--- src/rtl/nco_accum_pkg.sv ---
package nco_accum_pkg;
    typedef enum logic [1:0] {
        RAMP_HOLD   = 2'd0,
        RAMP_STEP   = 2'd1,
        RAMP_RELOAD = 2'd2
    } ramp_act_e;
endpackage

--- src/rtl/nco_evt_detect.sv ---
module nco_evt_detect #(
    parameter int PROF_W = 3
) (
    input  logic              upd_strobe,
    input  logic [PROF_W-1:0] profile_now,
    input  logic [PROF_W-1:0] profile_last,
    output logic              evt
);
    always_comb begin
        evt = upd_strobe | (profile_now != profile_last);
    end
endmodule

--- src/rtl/nco_rate_timer_next.sv ---
module nco_rate_timer_next
    import nco_accum_pkg::*;
#(
    parameter int RATE_W = 16
) (
    input  logic              enable,
    input  logic              reload_req,
    input  logic [RATE_W-1:0] rate,
    input  logic [RATE_W-1:0] count_q,
    output logic [RATE_W-1:0] count_d,
    output ramp_act_e         act
);
    always_comb begin
        count_d = count_q;
        act     = RAMP_HOLD;
        if (enable) begin
            if (reload_req) begin
                count_d = rate;
                act     = RAMP_RELOAD;
            end else if (count_q == '0) begin
                count_d = rate;
                act     = RAMP_STEP;
            end else begin
                count_d = count_q - 1'b1;
            end
        end
    end
endmodule

--- src/rtl/nco_ramp_sat.sv ---
module nco_ramp_sat #(
    parameter int RAMP_W = 32
) (
    input  logic [RAMP_W-1:0] acc,
    input  logic [RAMP_W-1:0] step,
    output logic [RAMP_W-1:0] sum
);
    localparam int EXT_W = RAMP_W + 2;
    logic [EXT_W-1:0] wide;

    always_comb begin
        wide = {2'b00, acc} + {{2{step[RAMP_W-1]}}, step};
        if (wide[EXT_W-1]) begin
            sum = '0;
        end else if (wide[RAMP_W]) begin
            sum = '1;
        end else begin
            sum = wide[RAMP_W-1:0];
        end
    end
endmodule

--- src/rtl/nco_accum_core.sv ---
module nco_accum_core
    import nco_accum_pkg::*;
#(
    parameter int PHASE_W = 32,
    parameter int RAMP_W  = 32,
    parameter int RATE_W  = 16,
    parameter int PROF_W  = 3
) (
    input  logic               clk,
    input  logic               rst_n,
    input  logic [PHASE_W-1:0] tune_word,
    input  logic [RAMP_W-1:0]  ramp_step,
    input  logic [RATE_W-1:0]  ramp_rate,
    input  logic               ramp_en,
    input  logic               phase_clr_en,
    input  logic               ramp_clr_en,
    input  logic               rate_reload_en,
    input  logic               sine_sel_in,
    input  logic               upd_strobe,
    input  logic [PROF_W-1:0]  profile_sel,
    output logic [PHASE_W-1:0] phase_word,
    output logic [RAMP_W-1:0]  ramp_value,
    output logic               sine_sel
);
    typedef struct packed {
        logic [PHASE_W-1:0] phase;
        logic [RAMP_W-1:0]  ramp;
        logic [RATE_W-1:0]  timer;
        logic [PROF_W-1:0]  prof;
        logic               sel;
    } state_t;

    state_t    st_q;
    state_t    st_d;
    logic      evt;
    logic      reload_req;
    logic [RATE_W-1:0] timer_next;
    ramp_act_e act;
    logic [RAMP_W-1:0] ramp_sum;

    nco_evt_detect #(.PROF_W(PROF_W)) i_evt (
        .upd_strobe   (upd_strobe),
        .profile_now  (profile_sel),
        .profile_last (st_q.prof),
        .evt          (evt)
    );

    assign reload_req = rate_reload_en & evt;

    nco_rate_timer_next #(.RATE_W(RATE_W)) i_timer (
        .enable     (ramp_en),
        .reload_req (reload_req),
        .rate       (ramp_rate),
        .count_q    (st_q.timer),
        .count_d    (timer_next),
        .act        (act)
    );

    nco_ramp_sat #(.RAMP_W(RAMP_W)) i_sat (
        .acc  (st_q.ramp),
        .step (ramp_step),
        .sum  (ramp_sum)
    );

    always_comb begin
        st_d       = st_q;
        st_d.prof  = profile_sel;
        st_d.timer = timer_next;

        if (evt && phase_clr_en) begin
            st_d.phase = '0;
        end else begin
            st_d.phase = st_q.phase + tune_word;
        end

        if (evt && ramp_clr_en) begin
            st_d.ramp = '0;
        end else if (act == RAMP_STEP) begin
            st_d.ramp = ramp_sum;
        end

        if (evt) begin
            st_d.sel = sine_sel_in;
        end
    end

    always_ff @(posedge clk or negedge rst_n) begin
        if (!rst_n) begin
            st_q <= '0;
        end else begin
            st_q <= st_d;
        end
    end

    assign phase_word = st_q.phase;
    assign ramp_value = st_q.ramp;
    assign sine_sel   = st_q.sel;
endmodule

--- config.mk ---
export PLATFORM = sky130hd
export DESIGN_NAME = nco_accum_core
export DESIGN_NICKNAME = d
export VERILOG_FILES = /design/src/rtl/nco_accum_pkg.sv /design/src/rtl/nco_evt_detect.sv /design/src/rtl/nco_rate_timer_next.sv /design/src/rtl/nco_ramp_sat.sv /design/src/rtl/nco_accum_core.sv
export SDC_FILE = /design/constraint.sdc
export NUM_CORES = 1
export LEC_CHECK = 0
export BUFFER_PORTS_ARGS = -buffer_cell sky130_fd_sc_hd__buf_2
export CORE_UTILIZATION = 61
export DETAILED_ROUTE_END_ITERATION = 6
export GPL_ROUTABILITY_DRIVEN = 0
export HOLD_SLACK_MARGIN = 0.1
export PLACE_DENSITY_LB_ADDON = 0.1
export SETUP_SLACK_MARGIN = 0.3
export SYNTH_ARGS = -nofsm -noshare
export SYNTH_HDL_FRONTEND = slang
export SYNTH_HIERARCHICAL = 1
export SYNTH_SLANG_ARGS = --single-unit
--- constraint.sdc ---
create_clock -name clk -period 4.65 [get_ports clk]
set_clock_uncertainty 0.1 [all_clocks]
set_input_delay 0.2325 -clock clk [delete_from_list [all_inputs] [get_ports clk]]
set_output_delay 0.2325 -clock clk [all_outputs]
set_load 0.1 [all_outputs]
==> key figures <==
Timing
  – Unrepaired setup endpoints after global routing: false
  – Final setup TNS: 0 ns
  – Worst-margin pin slew: 0.968 ns
  – Final Max Tran Viols: 0
  – Final min period: 3.68 ns
  – Setup violations, final: 0
  – Peak Freq: 272 MHz
  – Period utilization: 0.791
  – Worst relative slew slack: 0.355
  – Final hold vios: 0

Min path
  – Worst Hold Class: input port to flip-flop

Synthesis
  – Syn Inst Count: 877
  – Syn. warnings: 6
  – Synth unique cells: 89
  – Yosys top cell by area: dfrtp_1
  – Ranking of synthesized cells by area: dfrtp_1, ha_1, buf_4
  – Most frequent cell after synthesis: a21oi_1
  – Synth Area per Inst: 8.80 µm²
  – Post-synth ARST share: 1.00
  – Synth Flop Type: dfrtp_1
  – Synthesized area: 0.00772 mm²
  – Sequential fraction of the synthesis area: 0.272
  – Synth top cells by count: a21oi_1, dfrtp_1, buf_4, ha_1, nand2_1
  – Synth top area share: 0.272
  – FF+latch count, synth: 84
  – Syn nets: 1036
  – Number of flops mapped to enable cells by yosys: 0

Global routing
  – Vias in the first global route: 6591
  – Largest net degree at the start of global routing: 57
  – First-pass GRT wire length: 31100 µm
  – Grt total ovfl: 0
  – Initial antenna violation count: 0
  – Tot GR Track Use: 0.297

Power and ir drop
  – VDD IR-drop max: 0.324 mV
  – Logic pwr share: 0.568
  – P_leak: 4.17 nW
  – Reg power frac: 0.236
  – Sw Share: 0.512
  – Cell Pwr Density: 489 mW/mm²
  – Clk pwr share: 0.196
  – Switching pwr: 2.13 mW
  – Int Power: 2.03 mW

Critical path
  – Worst setup EP type: flip-flop
  – Worst Path Arrival: 3.82 ns
  – Worst path required time: 4.79 ns
  – CP Launch Type: flip-flop
  – Crit Path Max Fanout: 32
  – Crit Path Class: flip-flop to flip-flop

CTS
  – CTS tree: yes
  – Clock root cell: clkbuf_16
  – Clk sinks: 84
  – H-tree depth: 3
  – Num CTS Buffers: 9
  – Skew-Pair Late Insertion Delay: 0.35 ns
  – Number of setup buffers added after CTS: 0
  – Max Buffers Root-to-Sink: 2
  – Clock-pin slew on the worst setup and hold paths: 0.06 ns

Detailed routing
  – Post-route ant nets: 0
  – Met2 WL: 9360 µm
  – M1 WL: 8580 µm
  – Drt pass-1 iters: 7
  – Final wirelength: 19200 µm
  – Top routing layer in use: met4
  – DR iter-0 viols: 535
  – Vias/cell: 6.08
  – Wire per inst: 16.9 µm
  – Number of remaining DRC errors: 0
  – Vias: 6913
  – Routed wl met3: 921 µm

Floorplanning
  – I/O pin count: 156
  – Die ar.: 0.0131 mm²
  – Core ar.: 0.0122 mm²
  – Num rows: 40
  – Initial Util: 0.635
  – Die X-Extent: 115 µm
  – Die height: 115 µm

Layout
  – Syn-to-layout area delta: 10.3%
  – Final cell count without fillers: 1137
  – Diodes inserted: 0
  – Core Util, Final: 0.700
  – Ratio of cells with drive above 1 in the final layout: 0.231
  – Fin nets: 1123

Place
  – Cells after DPL: 1107
  – HPWL after DPL: 14100 µm
  – IO buf count: 155

Job
  – Number of max-cap violations: 0

Outcome
  – Status: finished, final reports clean
-- power groups by stage --
stage	sequential (mW)	clock, mW	combinational, mW
5_1_grt	0.998	0.852	2.53
3_3_place_gp	0.986	0	2.29
2_1_floorplan	0.969	0	2.11
4_1_cts	0.983	0.826	2.35
6_report	0.983	0.815	2.37
3_5_place_dp	0.997	0	2.32
-- worst paths after layout --
kind                                                    to  slack, ns  depth (start not counted)                      start
worst min-delay path                     st_q[9]$_DFF_PN0_       0.11                          3               ramp_rate[5]
max in group asynchronous       ramp_value[22]$_DFFE_PN0P_       3.15                          3                      rst_n
min in group asynchronous         phase_word[11]$_DFF_PN0_       0.24                          2                      rst_n
worst min register to register        sine_sel$_DFFE_PN0P_       0.43                          1       sine_sel$_DFFE_PN0P_
worst max-delay path            ramp_value[30]$_DFFE_PN0P_       0.97                         13  ramp_value[0]$_DFFE_PN0P_
worst max register to register  ramp_value[30]$_DFFE_PN0P_       0.97                         13  ramp_value[0]$_DFFE_PN0P_
-- cell usage in the layout, fill, tap and decap left out, types with 8 or more instances in the layout --
master / netlist / routed
nor2b_1: 8 / 8
a22o_1: 32 / 32
nand2b_1: 9 / 9
nand4_1: 18 / 18
nand3_1: 34 / 34
xnor2_1: 27 / 27
buf_2: 4 / 154
mux2i_1: 8 / 8
inv_1: 30 / 30
nor3_1: 15 / 15
nand2_1: 59 / 59
o211ai_1: 9 / 9
nor2_1: 54 / 54
xor2_1: 23 / 23
dlygate4sd3_1: 0 / 14
a21o_1: 26 / 26
o21ai_0: 28 / 28
a21oi_1: 91 / 90
o21a_1: 12 / 12
a31oi_1: 11 / 11
and2_1: 10 / 10
dfrtp_1: 84 / 84
clkbuf_16: 0 / 9
ha_1: 66 / 66
-- state kept, by name, indices dropped and copies added, names as in the netlist --
register	cells
phase_word	32
ramp_value	32
st_q	19
sine_sel	1
-- layer usage --
layer | up-vias | GRT usage
met5 | - | 0
met4 | 0 | 0.108
met3 | 39 | 0.0376
met2 | 230 | 0.511
met1 | 3296 | 0.382
li1 | 3348 | -
-- cell families (layout without fill, tap and decap cells) --
logic type | count (synthesis) | count (layout) | share of synthesized area
fa+ha+maj | 68 | 68 | 0.112
flops | 84 | 84 | 0.272
mux | 9 | 9 | 0.0118
simple gates | 242 | 242 | 0.164
buf+inv | 129 | 221 | 0.108
xor+xnor | 52 | 52 | 0.0609
compound gates | 293 | 293 | 0.271
-- worst max-delay path: stages (launching register included) --
cell and delay (ns):
dfrtp_1 0.40, ha_1 0.27, fa_1 0.46, a211oi_2 0.27, o21ai_2 0.12, o211ai_2 0.26
o31ai_2 0.16, a21oi_4 0.20, o21ai_2 0.11, a221oi_2 0.31, xor2_2 0.15, buf_4 0.37
a41oi_1 0.18, a22o_1 0.22
-- what timing repair did --
item                                   CTS  global route
gates resized for setup                  0             0
endpoints found under the hold margin   41             0
hold buffers                            14             0
-- metrics by stage --
stage | area (µm²) | hold WS (ns) | total power, mW | worst slack [ns]
final | 8510 | 0.115 | 4.16 | 0.972
after global routing | 8510 | 0.141 | 4.38 | 0.711
after CTS | 8510 | 0.107 | 4.16 | 0.985
after detailed placement | 8040 | 0.0808 | 3.32 | 1.04
after global placement | 8040 | 0.0686 | 3.27 | 1.15
after floorplan | 7720 | -0.163 | 3.08 | 1.46
-- layout make-up --
type | count | area [µm²]
multi-input cells | 664 | 4800
fillers | 997 | 3650
clock buffers | 13 | 260
flip-flops and latches | 84 | 2100
clock inverters | 3 | 68.8
well taps | 168 | 210
repair buffers | 175 | 963
inverters | 30 | 113
No activity file was read; power rests on OpenSTA's default activity.
